## src/rtl/cpu_irq_sel_pkg.sv

```systemverilog
package cpu_irq_sel_pkg;

  // Width needed to hold an index in 0..n-1, at least one bit.
  function automatic int unsigned idx_width(int unsigned n);
    return (n > 1) ? $clog2(n) : 1;
  endfunction

endpackage

```

## src/rtl/irq_prio_scan.sv

```systemverilog
// Combinational max-priority tree over the raised set.
// The left subtree always covers lower indices and wins ties.
module irq_prio_scan #(
  parameter int unsigned NUM_SRC = 64,
  parameter int unsigned PRIO_W  = 5,
  parameter int unsigned IDX_W   = 6
) (
  input  logic [NUM_SRC-1:0]        member_i,
  input  logic [NUM_SRC*PRIO_W-1:0] prio_i,
  output logic                      hit_o,
  output logic [IDX_W-1:0]          idx_o
);

  localparam int unsigned LVL = (NUM_SRC > 1) ? $clog2(NUM_SRC) : 0;
  localparam int unsigned NP  = 1 << LVL;
  localparam int unsigned NN  = 2 * NP - 1;

  logic              nd_v [NN];
  logic [PRIO_W-1:0] nd_p [NN];
  logic [IDX_W-1:0]  nd_i [NN];

  for (genvar k = 0; k < NP; k++) begin : g_leaf
    if (k < NUM_SRC) begin : g_real
      assign nd_v[NP-1+k] = member_i[k];
      assign nd_p[NP-1+k] = prio_i[k*PRIO_W +: PRIO_W];
      assign nd_i[NP-1+k] = IDX_W'(k);
    end else begin : g_pad
      assign nd_v[NP-1+k] = 1'b0;
      assign nd_p[NP-1+k] = '0;
      assign nd_i[NP-1+k] = '0;
    end
  end

  for (genvar n = 0; n < NP - 1; n++) begin : g_node
    logic take_r;
    // Right side replaces left only on a strictly greater priority.
    assign take_r  = nd_v[2*n+2] &&
                     (!nd_v[2*n+1] || (nd_p[2*n+2] > nd_p[2*n+1]));
    assign nd_v[n] = nd_v[2*n+1] || nd_v[2*n+2];
    assign nd_p[n] = take_r ? nd_p[2*n+2] : nd_p[2*n+1];
    assign nd_i[n] = take_r ? nd_i[2*n+2] : nd_i[2*n+1];
  end

  assign hit_o = nd_v[0];
  assign idx_o = nd_i[0];

endmodule

```

## src/rtl/irq_raised_set.sv

```systemverilog
// Raised-source bit vector: strobes set, one acknowledged slot clears.
module irq_raised_set #(
  parameter int unsigned NUM_SRC = 64,
  parameter int unsigned IDX_W   = 6
) (
  input  logic               clk,
  input  logic               rst_n,
  input  logic [NUM_SRC-1:0] raise_i,
  input  logic               clr_en_i,
  input  logic [IDX_W-1:0]   clr_idx_i,
  output logic [NUM_SRC-1:0] set_q,
  output logic               changed_o
);

  logic [NUM_SRC-1:0] clr_mask;
  logic [NUM_SRC-1:0] set_d;

  always_comb begin
    clr_mask = '0;
    if (clr_en_i) clr_mask = NUM_SRC'(1) << clr_idx_i;
    // A new raise outranks a same-cycle clear of that slot.
    set_d     = (set_q & ~clr_mask) | raise_i;
    changed_o = (set_d != set_q);
  end

  always_ff @(posedge clk or negedge rst_n) begin
    if (!rst_n)         set_q <= '0;
    else if (changed_o) set_q <= set_d;
  end

endmodule

```

## src/rtl/cpu_irq_select.sv

```systemverilog
module cpu_irq_select
  import cpu_irq_sel_pkg::*;
#(
  parameter int unsigned NUM_SRC  = 64,
  parameter int unsigned PRIO_W   = 5,
  parameter int unsigned VEC_W    = 8,
  parameter logic [VEC_W-1:0] SPUR_VEC = '1
) (
  input  logic                      clk,
  input  logic                      rst_n,
  input  logic [NUM_SRC-1:0]        raise_i,
  input  logic [NUM_SRC*PRIO_W-1:0] prio_i,
  input  logic [NUM_SRC*VEC_W-1:0]  vec_i,
  input  logic [NUM_SRC-1:0]        edge_i,
  input  logic                      ack_rd_i,
  output logic                      irq_o,
  output logic                      ack_valid_o,
  output logic [VEC_W-1:0]          ack_vec_o,
  output logic [NUM_SRC-1:0]        clr_edge_o
);

  localparam int unsigned IDX_W = idx_width(NUM_SRC);

  logic [NUM_SRC-1:0] raised_q;
  logic               raised_chg;
  logic               scan_hit;
  logic [IDX_W-1:0]   scan_idx;

  // Cached winner; nxt_vld_q = 0 plays the role of "no index".
  logic               nxt_vld_q, nxt_vld_d;
  logic [IDX_W-1:0]   nxt_idx_q, nxt_idx_d;
  logic               nxt_en;

  logic               win_vld;
  logic [IDX_W-1:0]   win_idx;
  logic               take;

  logic               ackv_d;
  logic [VEC_W-1:0]   ackvec_d;
  logic [NUM_SRC-1:0] clr_d;
  logic               out_en;

  irq_raised_set #(.NUM_SRC(NUM_SRC), .IDX_W(IDX_W)) u_set (
    .clk      (clk),
    .rst_n    (rst_n),
    .raise_i  (raise_i),
    .clr_en_i (take),
    .clr_idx_i(win_idx),
    .set_q    (raised_q),
    .changed_o(raised_chg)
  );

  irq_prio_scan #(.NUM_SRC(NUM_SRC), .PRIO_W(PRIO_W), .IDX_W(IDX_W)) u_scan (
    .member_i(raised_q),
    .prio_i  (prio_i),
    .hit_o   (scan_hit),
    .idx_o   (scan_idx)
  );

  // Winner used by an acknowledge: the cache if valid, else a fresh scan.
  always_comb begin
    win_vld = nxt_vld_q || scan_hit;
    win_idx = nxt_vld_q ? nxt_idx_q : scan_idx;
    take    = ack_rd_i && win_vld;
  end

  // Cache next state.
  always_comb begin
    nxt_vld_d = nxt_vld_q;
    nxt_idx_d = nxt_idx_q;
    nxt_en    = 1'b0;
    if (raised_chg || take) begin
      nxt_vld_d = 1'b0;
      nxt_en    = 1'b1;
    end else if (!nxt_vld_q) begin
      nxt_vld_d = scan_hit;
      nxt_idx_d = scan_idx;
      nxt_en    = 1'b1;
    end
  end

  always_ff @(posedge clk or negedge rst_n) begin
    if (!rst_n) begin
      nxt_vld_q <= 1'b0;
      nxt_idx_q <= '0;
    end else if (nxt_en) begin
      nxt_vld_q <= nxt_vld_d;
      nxt_idx_q <= nxt_idx_d;
    end
  end

  // Acknowledge answer and clear strobe, next state.
  always_comb begin
    ackv_d   = ack_rd_i;
    ackvec_d = take ? vec_i[win_idx*VEC_W +: VEC_W] : SPUR_VEC;
    clr_d    = '0;
    if (take && edge_i[win_idx]) clr_d = NUM_SRC'(1) << win_idx;
    out_en   = ack_rd_i || ack_valid_o;
  end

  always_ff @(posedge clk or negedge rst_n) begin
    if (!rst_n) begin
      ack_valid_o <= 1'b0;
      ack_vec_o   <= '0;
      clr_edge_o  <= '0;
    end else if (out_en) begin
      ack_valid_o <= ackv_d;
      ack_vec_o   <= ackvec_d;
      clr_edge_o  <= clr_d;
    end
  end

  assign irq_o = nxt_vld_q;

endmodule

```

## config.mk

```make
export PLATFORM = sky130hd
export DESIGN_NAME = cpu_irq_select
export DESIGN_NICKNAME = d
export VERILOG_FILES = /design/src/rtl/cpu_irq_sel_pkg.sv /design/src/rtl/irq_prio_scan.sv /design/src/rtl/irq_raised_set.sv /design/src/rtl/cpu_irq_select.sv
export SDC_FILE = /design/constraint.sdc
export NUM_CORES = 1
export LEC_CHECK = 0
export BUFFER_PORTS_ARGS = -buffer_cell sky130_fd_sc_hd__buf_2
export CORE_AREA = 2 2 399 401
export DETAILED_ROUTE_END_ITERATION = 8
export DIE_AREA = 0 0 401 403
export GPL_TIMING_DRIVEN = 0
export MAX_ROUTING_LAYER = met4
export PLACE_DENSITY = 0.36
export SKIP_LAST_GASP = 1
export SLEW_MARGIN = 30
export SYNTH_ARGS = -nofsm -noshare
export SYNTH_HDL_FRONTEND = slang
export SYNTH_HIERARCHICAL = 1
export SYNTH_SLANG_ARGS = --single-unit
```

## constraint.sdc

```tcl
create_clock -name clk -period 16.8 [get_ports clk]
set_clock_uncertainty 0.15 [all_clocks]
set_input_delay 3.36 -clock clk [delete_from_list [all_inputs] [get_ports clk]]
set_output_delay 3.36 -clock clk [all_outputs]
set_load 0.05 [all_outputs]
```

==> results by group, run 1 <==
Clocking
  – CTS Root Buffer Type: clkbuf_16
  – Clock sinks: between 100 and 150
  – H-Tree Depth: 4
  – CTS clk-pin slew, worst paths: around 0.09 ns
  – Clock Path Buffers: 2
  – Clock Latency Late Sink: 0.50 ns
  – Num CTS Buffers: 17
  – CTS tree: yes
  – Hold_buf cts: 0

Job
  – Max-Cap Viols: 0

Min path
  – Hold Path Class: register to register

Synth
  – Area contributors post-synth: ha_1, dfrtp_1, nand2_1, mux2i_1, inv_1
  – Sequential element share of the synthesized area: 0.1393
  – Netlist cell types: 115
  – Count leader, synth: nand2_1
  – Leading area contributor after synthesis: ha_1
  – Avg Inst Size Synth: 7.154 um^2
  – Post-synth top cells: nand2_1, inv_1, ha_1
  – FF+latch count, synth: 144
  – Asr flop ratio synth: 1.000
  – Mapped Area: ~0.026 mm^2
  – Synth Net Count: around 5k
  – Synth Instances: between 3k and 4k
  – Post-synth top flop: dfrtp_1
  – Number of synthesized flops with an enable pin: 0
  – Top cell type's share of synthesized area: 0.1412
  – Yosys warns: 6

Global route
  – Antenna violations before repair: 74
  – Grt ovf: 0
  – Vias in the first global route: between 30k and 40k
  – First-pass GRT wire length: about 260 mm
  – Total Routing Usage GR: 0.2334
  – Largest net degree at the start of global routing: just under 70

Detailed routing
  – DRC marker count from the first detailed-route iteration: ~2.0k
  – TritonRoute pass-1 iters: 5
  – Via count: 33.45k
  – DR WL/cell: approximately 27 um
  – Vias/cell: 4.764
  – Remaining DRCs: 0
  – Post-route ant nets: 0
  – Routed WL: roughly 190 mm

Final layout
  – Fillcell total: between 15k and 20k
  – Layout cell share with drive strength beyond 1: 0.3683
  – Util after Layout: 0.2436
  – Area Overhead vs Synth: 48.21%
  – Non-filler cells in the finished layout: 7021
  – Design area: ~0.038 mm^2
  – Net count, final: 6118

STA
  – Setup violations, final: 0
  – Final Hold Fails: 0
  – Sum Neg Setup Slack: 0 ns
  – Slew margin rel.: 0.3321
  – Max Clock Freq: approximately 0.061 GHz
  – Final Cycle Share: 0.9725
  – Worst Tran Pin Value: ~1 ns
  – Slew Limit Fails: 0
  – Tmin final: between 15 and 20 ns

Worst setup path
  – CP max stage delay: 0.70 ns
  – Critical Path Sink Type: register
  – Startpoint type of the worst setup path: input port
  – CP Max Fanout: 10
  – Worst Path Arrival: about 17 ns
  – Slowest CP cell: clkdlybuf4s15_1
  – Kind of critical path: input port to register
  – Worst Path Required: 17.04 ns

Placed design
  – Dpl cells: between 6k and 7k
  – Placed cell areas: approximately 0.034 mm^2
  – Dpl hpwl: ~160 mm
  – Port Buf Inserts: between 1k and 1.5k
  – Gpl congestion: roughly 0.96

Floorplanning
  – Die width: 401 um
  – Core ar.: between 0.15 and 0.2 mm^2
  – Ports: between 1k and 1.5k
  – Initial Util: 0.1643
  – Die area: around 0.16 mm^2
  – Die height: roughly 400 um
  – FP Rows: approximately 150

Run status
  – Run status: completed
[sequential cells by signal, indices dropped and copies added (netlist names)]
name         flops
ack_vec_o        8
irq_o            1
clr_edge_o      64
u_set/set_q     64
nxt_idx_q        6
ack_valid_o      1
[kinds of logic (layout without fill, tap and decap cells)]
logic type | Yosys count | in the layout | share of synthesized area
and+or+nand+nor | 1487 | 1487 | 0.2758
AOI/OAI and AO/OA | 883 | 883 | 0.2274
buffers and inverters | 500 | 1759 | 0.08075
adders and majority gates | 301 | 301 | 0.1447
muxes | 288 | 288 | 0.1274
DFF | 144 | 144 | 0.1393
xor gates and xnor gates | 14 | 14 | 0.004739
other | 0 | 73 | 0
[final timing paths]
check,cells past startpoint,slack (ns),to,from
worst max-delay path,73,0.46,ack_vec_o[0]$_DFFE_PN0P_,prio_i[151]
worst min-delay path,2,0.32,clr_edge_o[14]$_DFFE_PN0P_,clr_edge_o[14]$_DFFE_PN0P_
worst max register to register,66,3.28,ack_vec_o[0]$_DFFE_PN0P_,u_set/set_q[4]$_DFFE_PN0P_
worst min register to register,2,0.32,clr_edge_o[14]$_DFFE_PN0P_,clr_edge_o[14]$_DFFE_PN0P_
max in group asynchronous,2,13.31,ack_vec_o[6]$_DFFE_PN0P_,rst_n
min in group asynchronous,1,2.52,clr_edge_o[41]$_DFFE_PN0P_,rst_n
[metal layers]
layer  part of all wire  GRT usage  vias to the layer above  wire, um
li1                   -          -                    15710         -
met1               0.39     0.2540                    16180     74610
met2               0.50     0.4067                     1275     95410
met3              0.052    0.03846                      283      9888
met4              0.061     0.1241                        0     11740
met5                  0          -                        -         0
[area by class of cell]
class	instances	area (um^2)	share of cell area
multi-input cells	2973	22110	0.5765
repair buffers	1241	6889	0.1796
flip-flops and latches	144	3603	0.09396
well taps	2072	2592	0.06760
inverters	343	1329	0.03465
plain buffers	142	1033	0.02695
clock buffers	18	439.2	0.01145
diodes	73	182.7	0.004763
clock inverters	14	167.7	0.004372
repair inverters	1	5.005	0.0001305
[critical path: cells and delay by family]
kind	cells	cell delay (ns)
multiplexers	4	1.34
adder cells (fa/ha/maj)	6	1.64
AND/OR/NAND/NOR	19	2.42
buffers and inverters	11	2.46
AO/OA/AOI/OAI	33	5.28
[placed cells by master, fill, tap and decap left out, types with 137 or more instances in the layout]
| cell type | instances |
|---|---|
| buf_2 | 1074 |
| nand2_1 | 608 |
| inv_1 | 329 |
| ha_1 | 279 |
| nand3_1 | 245 |
| buf_4 | 195 |
| nor2_1 | 174 |
| o21ai_0 | 169 |
| a21oi_1 | 151 |
| dfrtp_1 | 144 |
| mux2i_1 | 137 |
[stage by stage]
stage / hold slack, ns / setup WS, ns
2_1_floorplan: 0.3392 / 0.03425
4_1_cts: 0.3283 / 0.004066
3_5_place_dp: 0.3130 / -7.131
5_1_grt: 0.3577 / -0.1555
3_3_place_gp: 0.3112 / -8.365
6_report: 0.3221 / 0.4616
[timing repair]
action,CTS,global route
gates cloned,0,3
resized for setup,286,255
setup buffers,98,93
pin swaps,60,99
endpoints found under the setup margin,143,89
Power of run 1 is not shown: default switching activity piles up to over one toggle a cycle in this logic, so the estimate is an artifact.
==> run 2, diff against run 1 <==
--- a/config.mk
+++ b/config.mk
@@ -12,6 +12,7 @@
 export GPL_TIMING_DRIVEN = 0
 export MAX_ROUTING_LAYER = met4
 export PLACE_DENSITY = 0.36
+export REMOVE_ABC_BUFFERS = 1
 export SKIP_LAST_GASP = 1
 export SLEW_MARGIN = 30
 export SYNTH_ARGS = -nofsm -noshare
==> results by group, run 2 (synthesized netlist as in run 1, its figures left out) <==
Detailed routing
  – Via count: 32.12k (was 33.45k)
  – DRC marker count from the first detailed-route iteration: 2080 (was 2048)
  – Routed WL: 178.4 mm (was 191.6 mm)
  – TritonRoute pass-1 iters: 5 (unchanged)
  – Vias/cell: 4.679 (was 4.764)
  – DR WL/cell: 25.99 um (was 27.30 um)
  – Post-route ant nets: 0 (unchanged)
  – Remaining DRCs: 0 (unchanged)

Worst setup path
  – CP Max Fanout: 21 (was 10)
  – Worst Path Arrival: 16.34 ns (was 16.58 ns)
  – Startpoint type of the worst setup path: input port (unchanged)
  – Critical Path Sink Type: register (unchanged)
  – Worst Path Required: 17.03 ns (was 17.04 ns)
  – CP max stage delay: 0.52 ns (was 0.70 ns)
  – Most frequent CP cell: ha_1
  – Kind of critical path: input port to register (unchanged)
  – Slowest CP cell: o41a_1 (was clkdlybuf4s15_1)

Final layout
  – Area Overhead vs Synth: 43.81% (was 48.21%)
  – Non-filler cells in the finished layout: 6865 (was 7021)
  – Layout cell share with drive strength beyond 1: 0.3410 (was 0.3683)
  – Largest regs: clr_edge_o x64, u_set/set_q x64, ack_vec_o x8 (unchanged)
  – Net count, final: 5982 (was 6118)
  – Fillcell total: 17.95k (was 18.01k)
  – Most frequent cells in the layout: buf_2, nand2_1, inv_1 (unchanged)
  – Design area: 0.03721 mm^2 (was 0.03835 mm^2)
  – Util after Layout: 0.2363 (was 0.2436)
  – Commonest non-fill, non-tap cell in the layout: buf_2 (unchanged)

Floorplanning
  – Ports: 1037 (unchanged)
  – Die area: 0.1616 mm^2 (unchanged)
  – Core ar.: 0.1575 mm^2 (unchanged)
  – FP Rows: 146 (unchanged)
  – Die width: 401 um (unchanged)
  – Initial Util: 0.1643 (unchanged)
  – Die height: 403 um (unchanged)

Global route
  – Total Routing Usage GR: 0.2175 (was 0.2334)
  – Largest net degree at the start of global routing: 71 (was 68)
  – Antenna violations before repair: 98 (was 74)
  – Vias in the first global route: 31.99k (was 33.48k)
  – Grt ovf: 0 (unchanged)
  – First-pass GRT wire length: 243.0 mm (was 259.2 mm)

Clocking
  – CTS clk-pin slew, worst paths: 0.08 ns (was 0.09 ns)
  – Clock Latency Late Sink: 0.50 ns (about the same)
  – H-Tree Depth: 4 (unchanged)
  – CTS Root Buffer Type: clkbuf_16 (unchanged)
  – Clock sinks: 144 (unchanged)
  – Clock Path Buffers: 2 (unchanged)
  – CTS tree: yes (unchanged)
  – Hold_buf cts: 0 (unchanged)
  – Num CTS Buffers: 17 (unchanged)

Run status
  – Run status: completed (unchanged)

STA
  – Slew Limit Fails: 0 (unchanged)
  – Slew margin rel.: 0.3529 (was 0.3321)
  – Worst Tran Pin Value: 0.9685 ns (was 0.9951 ns)
  – Tmin final: 16.11 ns (was 16.34 ns)
  – Final Cycle Share: 0.9589 (was 0.9725)
  – Setup violations, final: 0 (unchanged)
  – Max Clock Freq: 0.06208 GHz (was 0.06121 GHz)
  – Final Hold Fails: 0 (unchanged)
  – Hold WS: 0.3295 ns (was 0.3221 ns)

Placed design
  – Gpl congestion: 0.8954 (was 0.9583)
  – Dpl hpwl: 150.3 mm (was 164.9 mm)
  – Placed cell areas: 0.03392 mm^2 (was 0.03400 mm^2)
  – Dpl cells: 6613 (was 6737)
  – Port Buf Inserts: 1036 (unchanged)

Min path
  – Hold Path Class: register to register (unchanged)

Job
  – Max-Cap Viols: 0 (unchanged)
-- run 2: cell types whose count changed in the layout (fill, tap and decap cells not counted), sizes merged --
cell and delta:
diode -19, inv -1, buf -70, clkinv +3, a211o +1, bufinv -1
clkbuf -69, a21oi +1, clkdlybuf4s15 -2, bufbuf +1
-- run 2: layout make-up --
cell class,count,area (um^2),area share
inverter,343,1380,0.03709
antenna,54,135.1,0.003631
sequential,144,3605,0.09687
tap,2072,2592,0.06967
multi-input combinational,2975,21600,0.5804
timing repair buffer,1243,7330,0.1970
timing repair inverter,3,26.28,0.0007061
clock inverter,13,107.6,0.002892
clock buffer,18,439.2,0.01180
-- run 2: worst max-delay path, delay by kind of cell --
family	cells	cell delay (ns)
compound gates	26	5.46
fa+ha+maj	7	2.22
mux	7	2.02
buf+inv	12	1.69
simple gates	10	1.53
-- run 2: worst paths after layout --
check | start | end | slack (ns) | cells after the start
worst min-delay path | clr_edge_o[21]$_DFFE_PN0P_ | clr_edge_o[21]$_DFFE_PN0P_ | 0.33 | 2
worst max register to register | u_set/set_q[7]$_DFFE_PN0P_ | ack_vec_o[3]$_DFFE_PN0P_ | 3.55 | 64
worst max-delay path | prio_i[92] | ack_vec_o[3]$_DFFE_PN0P_ | 0.69 | 62
min in group asynchronous | rst_n | clr_edge_o[13]$_DFFE_PN0P_ | 2.56 | 1
max in group asynchronous | rst_n | u_set/set_q[23]$_DFFE_PN0P_ | 12.87 | 3
worst min register to register | clr_edge_o[21]$_DFFE_PN0P_ | clr_edge_o[21]$_DFFE_PN0P_ | 0.33 | 2
-- run 2: through the flow --
| step | setup TNS, ns | setup WS (ns) |
|---|---|---|
| floorplan | -296.15 | -4.437 |
| global placement | -1666.43 | -15.74 |
| detailed placement | -490.32 | -5.022 |
| CTS | 0 | 0.05349 |
| global route | -0.3744 | -0.06331 |
| finish | 0 | 0.6908 |
-- run 2: metal layers --
metal  share of wire  global-route usage  vias to the layer above
li1                -                   -                    15410
met1            0.39              0.2398                    15450
met2            0.52              0.4014                     1032
met3           0.058             0.04037                      234
met4           0.028             0.05084                        0
met5               0                   -                        -
-- run 2: repair_timing --
item	in CTS	in global routing
resized for setup	136	133
hold endpoints to repair	0	0
buffers inserted	55	106
pin swaps	24	45
endpoints found under the setup margin	143	79
gates cloned	4	2
Power of run 2 is left out for the same reason.
